### src/rtl/cond_pkg.sv
`timescale 1ns/1ps
package cond_pkg;
    localparam int COND_W = 5;

    typedef struct packed {
        logic n;
        logic z;
        logic c;
        logic v;
    } flags_t;

    typedef enum logic [COND_W-1:0] {
        C_EQUAL  = 5'd0,
        C_NOTEQ  = 5'd1,
        C_UGE    = 5'd2,
        C_ULT    = 5'd3,
        C_NEG    = 5'd4,
        C_NONNEG = 5'd5,
        C_OVF    = 5'd6,
        C_NOOVF  = 5'd7,
        C_UGT    = 5'd8,
        C_ULE    = 5'd9,
        C_SGE    = 5'd10,
        C_SLT    = 5'd11,
        C_SGT    = 5'd12,
        C_SLE    = 5'd13,
        C_ALW0   = 5'd14,
        C_ALW1   = 5'd15
    } cond_e;
endpackage

### src/rtl/sub_flags_unit.sv
`timescale 1ns/1ps
module sub_flags_unit
    import cond_pkg::*;
#(
    parameter int WIDTH = 64
) (
    input  logic [WIDTH-1:0] a_i,
    input  logic [WIDTH-1:0] b_i,
    output logic [WIDTH-1:0] diff_o,
    output flags_t           flags_o
);
    localparam int MSB = WIDTH - 1;

    logic [WIDTH:0] sum_ext;

    always_comb begin
        // Two's-complement subtract; bit WIDTH is the carry (no-borrow) out.
        sum_ext   = {1'b0, a_i} + {1'b0, ~b_i} + {{WIDTH{1'b0}}, 1'b1};
        diff_o    = sum_ext[MSB:0];
        flags_o.n = sum_ext[MSB];
        flags_o.z = (sum_ext[MSB:0] == '0);
        flags_o.c = sum_ext[WIDTH];
        flags_o.v = (a_i[MSB] ^ b_i[MSB]) & (sum_ext[MSB] ^ a_i[MSB]);
    end
endmodule

### src/rtl/flag_hold_reg.sv
`timescale 1ns/1ps
module flag_hold_reg
    import cond_pkg::*;
(
    input  logic   clk,
    input  logic   rst_n,
    input  logic   load_i,
    input  flags_t next_i,
    output flags_t flags_o
);
    always_ff @(posedge clk or negedge rst_n) begin
        if (!rst_n) begin
            flags_o <= '0;
        end else if (load_i) begin
            flags_o <= next_i;
        end
    end
endmodule

### src/rtl/cond_eval.sv
`timescale 1ns/1ps
module cond_eval
    import cond_pkg::*;
(
    input  logic [COND_W-1:0] code_i,
    input  flags_t            flags_i,
    output logic              taken_o
);
    logic sign_ok;

    always_comb begin
        sign_ok = (flags_i.n == flags_i.v);
        taken_o = 1'b0;
        if (!code_i[COND_W-1]) begin
            unique case (cond_e'(code_i))
                C_EQUAL:  taken_o = flags_i.z;
                C_NOTEQ:  taken_o = !flags_i.z;
                C_UGE:    taken_o = flags_i.c;
                C_ULT:    taken_o = !flags_i.c;
                C_NEG:    taken_o = flags_i.n;
                C_NONNEG: taken_o = !flags_i.n;
                C_OVF:    taken_o = flags_i.v;
                C_NOOVF:  taken_o = !flags_i.v;
                C_UGT:    taken_o = flags_i.c && !flags_i.z;
                C_ULE:    taken_o = !flags_i.c || flags_i.z;
                C_SGE:    taken_o = sign_ok;
                C_SLT:    taken_o = !sign_ok;
                C_SGT:    taken_o = !flags_i.z && sign_ok;
                C_SLE:    taken_o = !(!flags_i.z && sign_ok);
                C_ALW0,
                C_ALW1:   taken_o = 1'b1;
                default:  taken_o = 1'b0;
            endcase
        end
    end
endmodule

### src/rtl/cond_branch_unit.sv
`timescale 1ns/1ps
module cond_branch_unit
    import cond_pkg::*;
#(
    parameter int WIDTH = 64
) (
    input  logic             clk,
    input  logic             rst_n,
    input  logic [WIDTH-1:0] op_a,
    input  logic [WIDTH-1:0] op_b,
    input  logic             set_flags,
    input  logic [4:0]       cond_code,
    output logic [WIDTH-1:0] diff_out,
    output logic [3:0]       flags_out,
    output logic             cond_true
);
    flags_t next_flags;
    flags_t held_flags;

    sub_flags_unit #(.WIDTH(WIDTH)) sub_i (
        .a_i     (op_a),
        .b_i     (op_b),
        .diff_o  (diff_out),
        .flags_o (next_flags)
    );

    flag_hold_reg hold_i (
        .clk     (clk),
        .rst_n   (rst_n),
        .load_i  (set_flags),
        .next_i  (next_flags),
        .flags_o (held_flags)
    );

    cond_eval eval_i (
        .code_i  (cond_code),
        .flags_i (held_flags),
        .taken_o (cond_true)
    );

    assign flags_out = held_flags;
endmodule

### config.mk
export PLATFORM = sky130hd
export DESIGN_NAME = cond_branch_unit
export DESIGN_NICKNAME = d
export VERILOG_FILES = /design/src/rtl/cond_pkg.sv /design/src/rtl/sub_flags_unit.sv /design/src/rtl/flag_hold_reg.sv /design/src/rtl/cond_eval.sv /design/src/rtl/cond_branch_unit.sv
export SDC_FILE = /design/constraint.sdc
export NUM_CORES = 1
export LEC_CHECK = 0
export ABC_AREA = 0
export BUFFER_PORTS_ARGS = -buffer_cell sky130_fd_sc_hd__buf_2
export CAP_MARGIN = 20
export CORE_UTILIZATION = 30
export CTS_BUF_LIST = sky130_fd_sc_hd__clkbuf_8
export DETAILED_ROUTE_END_ITERATION = 16
export SYNTH_ARGS = -nofsm -noshare
export SYNTH_HDL_FRONTEND = slang
export SYNTH_HIERARCHICAL = 1
export SYNTH_SLANG_ARGS = --single-unit
### constraint.sdc
create_clock -name clk -period 3.7 [get_ports clk]
set_input_delay 0.555 -clock clk [delete_from_list [all_inputs] [get_ports clk]]
set_output_delay 0.555 -clock clk [all_outputs]
set_load 0.005 [all_outputs]
* Word level (Yosys, flattened, before mapping) *
Index checks and enable logic that the tools add are counted.

operators by class
  eq/ne operators = 16
  add/sub/neg operators = 2
  bitwise gates (word level) = 4
  multiply operators = 0
  reductions and logical operators = 12
  divide/modulo/power cells = 0
  shift operators = 0
  magnitude comparators = 0
  mux-type cells = 2

operators with widths
  cell                     number
  $add A64 B64 Y65         1
  $add A65 B1 Y65 const B  1
  $logic_not A64 Y1        1
  $not A64 Y64             1
  $eq A5 B4 Y1 const B     8
  $eq A5 B3 Y1 const B     4
  $pmux W1 S15             1
  $eq A5 B2 Y1 const B     2
  $logic_not A1 Y1         6
  $eq A5 B1 Y1 const B     1
  $logic_not A5 Y1         1
  $logic_and A1 B1 Y1      2
  $reduce_or A2 Y1         1
  $xor A1 B1 Y1            2
  $and A1 B1 Y1            1
  $eq A1 B1 Y1             1
  $logic_or A1 B1 Y1       1
  $mux W1                  1

word-level totals
  RAM bits = 0
  memories = 0
  output and inout port bits = 69
  register bits = 4
  input bits = 136
  memory bits (read-only) = 0
  word-level logic and storage cells = 40
  bits in latches = 0

* Longest topological paths before layout *
  depth after elaboration = 5
  gate-level depth with buffers = 16
  mapped depth without buffers = 15

* By module *
Netlist, hierarchy kept.

by module, submodules not included
  module          times used  cells an instance  seq. area each (µm²)  area each (µm²)
  sub_flags_unit  1           735                0.0                   4675.7
  cond_eval       1           27                 0.0                   193.9
  flag_hold_reg   1           8                  100.1                 145.1

* Worst setup path before layout *
No wires, ideal clock.

  path kind = input -> register
  start point = in op_a[0]
  end point = reg hold_i/flags_o[2] (netlist bit)
  path slack = -0.145 ns
  path buffers = 0
  stages = 15
  data arrival time = 3.781 ns
  library setup time = 0.065 ns
  data required time = 3.635 ns
  path through = inv_1 -> ha_1 -> fa_1 -> nor2b_1 -> o31ai_4 -> a211o_2 -> a211oi_1 -> or2_1 -> xor2_1 -> or4_1 -> or3_1 -> nor4_2 -> nand4b_1 -> nor4_2 -> mux2_2

RTL lines
  element               line                   RTL
  from (decl)           cond_branch_unit.sv:9  input logic [WIDTH-1:0] op_a,
  to (signal assigned)  flag_hold_reg.sv:15    flags_o <= next_i;
  to (decl)             flag_hold_reg.sv:9     output flags_t flags_o

==> impl_metrics.yaml <==
status:
  status: "complete, but fails checks"
  violations: "negative setup slack"
final_layout:
  nets: 1447
  antenna-diode-count: 0
  reg_top3: "hold_i/flags_o x4"
  drive_above_1_share_pct: 52.09
  largest_register: "hold_i/flags_o"
  syn2layout_area_growth_pct: 90.57
  largest_reg_flops: 4
critical_path:
  path_class: "in -> reg"
  critical_path.startpoint_type: "input pin"
  reg2regPathDepth: 1
  cp_slowest_stage_delay_ps: 510
  worstReg2RegEnd: "hold_i/flags_o[2]"
  crit_arrival_ps: 4090
  crit_chain: "buf_2, ha_1, buf_4, a21oi_1, o21ai_2, a21o_1, or3_4, a2111oi_2, or4b_4, nor4b_2, nand4b_1, and4bb_1, nand4b_1, nor4_2, mux2_4"
  worstSetupEndpointType: "flop"
  cpMostUsedCell: "nand4b_1"
  slowest_stage: "or4b_4"
  cp_max_fo: 4
  r2r-start: "hold_i/flags_o[2]"
  r2r_setup_slack_ps: 2850
  required_ps: 3850
clock_network:
  clock_latency_ps: 210
  cts_hold_buf: 0
  cts_inserted_buffers: 3
  cts_sinks: 4
  cts_tree: "done"
  clockBufferDepth: 2
  clk_pin_slew_ps: 30
  htree_num_levels: 1
  cts_root_buf: "clkbuf_8"
floorplanning:
  die_y_um: 131.3
  die-width_um: 131.3
  start_util_pct: 31.12
  rows: 46
  io_pins: 205
  die_area_um2: 17240
  core_um2: 16120
placement:
  io_buffers: 204
  place.gp.congestion: 0.9744
  place_hpwl_um: 18370
  dp_slack_ps: -577.2
power:
  cell_internal_pwr_w: 0.001138
  vdd_drop_max_v: 0.0001084
  seq_power_share_pct: 3.0
  sw_frac_of_total_pct: 45.77
  power_frac_comb_pct: 92.6
  power_density_nw_per_um2: 219.5
  p_switching_w: 0.0009603
  leakage_nw: 4.735
  p_clk_share_pct: 4.4
timing:
  final-setup-viol-count: 7
  postLayoutSetupSlackWorst_ps: -238.4
  finalCriticalPeriod_ps: 3938
  rsz0062_at_grt: "true"
  max_freq_mhz: 253.9
  relSlewSlack_pct: 64.48
  hold_violations: 0
  drv_slew: 0
  post-route-period-util_pct: 106.4
  fin_hold_ws_ps: 142.9
  worst_pin_slew_ps: 531.7
  skew_ps: 0
synth:
  synth_commonest_cells: "nand2_1 (85), a21oi_1 (82), inv_1 (77)"
  ys_seq_area_share_pct: 1.996
  avgSynthCellArea_um2: 6.513
  ys_ff_latch: 4
  synth_top_cell_by_area: "ha_1"
  synthesis.area_um2: 5015
  synthesis.instances: 770
  yosysTopAreaCellShare_pct: 15.97
  synthFlopType: "dfrtp_1"
  ys_warn_count: 6
  yosysUniqueCellTypes: 84
  synth_nets: 971
  synth_most_common_cell: "nand2_1"
  yosys-top-cells-area: "ha_1 (16%), a21oi_1 (8.2%), nand2_1 (6.4%)"
  async_flop_share_pct: 100.0
  synth-edff-count: 0
drt:
  wirelength_um: 22730
  drc: 0
  drt_iter0_markers: 483
  vias: 7632
  antenna_left: 0
  detail_route.wl_per_cell_um: 15.57
  drtPass1Iterations: 7
  via_per_inst: 5.227
grt:
  track_usage_pct: 23.70
  antenna_found_initial: 0
  grt_pass1_wl_um: 34000
  gr-total-overflow: 0
  grt_pass1_vias: 6976
  grt_max_degree: 11
flow_run:
  cap_violations: 0
worst_hold_path:
  hold_path_class: "in -> async"
-- worst max-delay path: cells and delay by family --
family / cells / cell delay (ps)
simple gates: 7 / 1850
compound gates: 4 / 940
fa+ha+maj: 1 / 310
buf+inv: 2 / 260
mux: 1 / 180
-- stage by stage --
step | total power, W | area (µm²) | setup TNS [ps] | utilization [%] | std cells
after floorplan | 0.0008254 | 5077 | 0 | - | 770
after global placement | 0.001697 | 8189 | -3538 | 50.82 | 1423
after detailed placement | 0.001697 | 8189 | -4556 | 50.82 | 1423
after CTS | 0.001908 | 8758 | -347.1 | 54.35 | 1443
after global routing | 0.002245 | 9557 | -2145 | 59.30 | 1460
final | 0.002098 | 9557 | -888.6 | 59.30 | 1460
-- logic make-up (layout without fill, tap and decap cells) --
kind of cell | count (synthesis) | count (layout) | share of synthesized area, %
xor gates and xnor gates | 48 | 48 | 8.658
AOI/OAI and AO/OA | 264 | 264 | 34.21
adders and majority gates | 65 | 65 | 16.37
DFF | 4 | 4 | 1.996
buffers and inverters | 104 | 578 | 8.233
muxes | 10 | 10 | 2.146
and+or+nand+nor | 275 | 275 | 28.39
-- worst max-delay path by stage --
| stage | end | start |
|---|---|---|
| after global routing | hold_i/flags_o[2] | op_a[11] |
| final | hold_i/flags_o[2] | op_a[11] |
| after CTS | hold_i/flags_o[2] | op_a[0] |
| after detailed placement | hold_i/flags_o[2] | op_b[6] |
| after global placement | hold_i/flags_o[2] | op_b[10] |
| after floorplan | hold_i/flags_o[2] | op_b[15] |
-- layer usage --
metal / global-route usage (%) / vias to the layer above / share of wire [%]
li1: - / 3782 / -
met1: 33.20 / 3506 / 45
met2: 39.48 / 308 / 47
met3: 1.350 / 36 / 6.0
met4: 5.556 / 0 / 2.3
met5: 0 / - / 0
-- cells in the final DEF (no fill, tap or decap), types with 5 or more instances in the layout --
master | netlist | routed
nor2b_1 | 8 | 6
o21ai_0 | 49 | 39
a31oi_1 | 9 | 5
inv_1 | 77 | 70
or3_1 | 11 | 10
o21ai_2 | 0 | 8
o21a_1 | 14 | 14
a21oi_1 | 82 | 63
a21o_1 | 28 | 28
and2_1 | 14 | 10
and3_1 | 9 | 8
nand2_1 | 85 | 78
a21oi_2 | 0 | 13
ha_1 | 64 | 39
and2_4 | 1 | 5
o21ai_1 | 10 | 9
nand2b_1 | 5 | 5
inv_2 | 0 | 5
nand4_1 | 16 | 16
o21bai_1 | 8 | 8
a21oi_4 | 0 | 6
and4_1 | 6 | 5
xnor2_1 | 28 | 21
xnor2_2 | 0 | 7
nor3_1 | 20 | 17
buf_2 | 6 | 194
ha_4 | 0 | 23
buf_4 | 2 | 272
xor2_1 | 19 | 14
buf_6 | 1 | 31
nor2_1 | 54 | 49
nand3_1 | 11 | 11
nor4_1 | 10 | 9
-- power groups by stage --
stage	Clock (W)	Combinational, W	Sequential (W)
5_1_grt	0.0000962	0.00208	0.0000647
3_3_place_gp	0	0.00163	0.0000635
6_report	0.0000917	0.00194	0.0000631
2_1_floorplan	0	0.000763	0.0000620
3_5_place_dp	0	0.00163	0.0000636
4_1_cts	0.0000946	0.00175	0.0000631
-- cell type report --
type                            count  area [µm²]
Fill cell                        1460        6559
Timing Repair Buffer              498        3377
Multi-Input combinational cell    662        5472
Tap cell                          216       270.3
Sequential cell                     4       100.1
Inverter                           77       296.5
Clock buffer                        3       41.29
-- what timing repair did --
action / CTS / global route
pin swaps: 35 / 50
gates resized for setup: 75 / 134
buffers inserted: 18 / 21
endpoints found under the hold margin: 0 / 0
endpoints found under the setup margin: 23 / 24
Power figures use the tool's default switching activity.
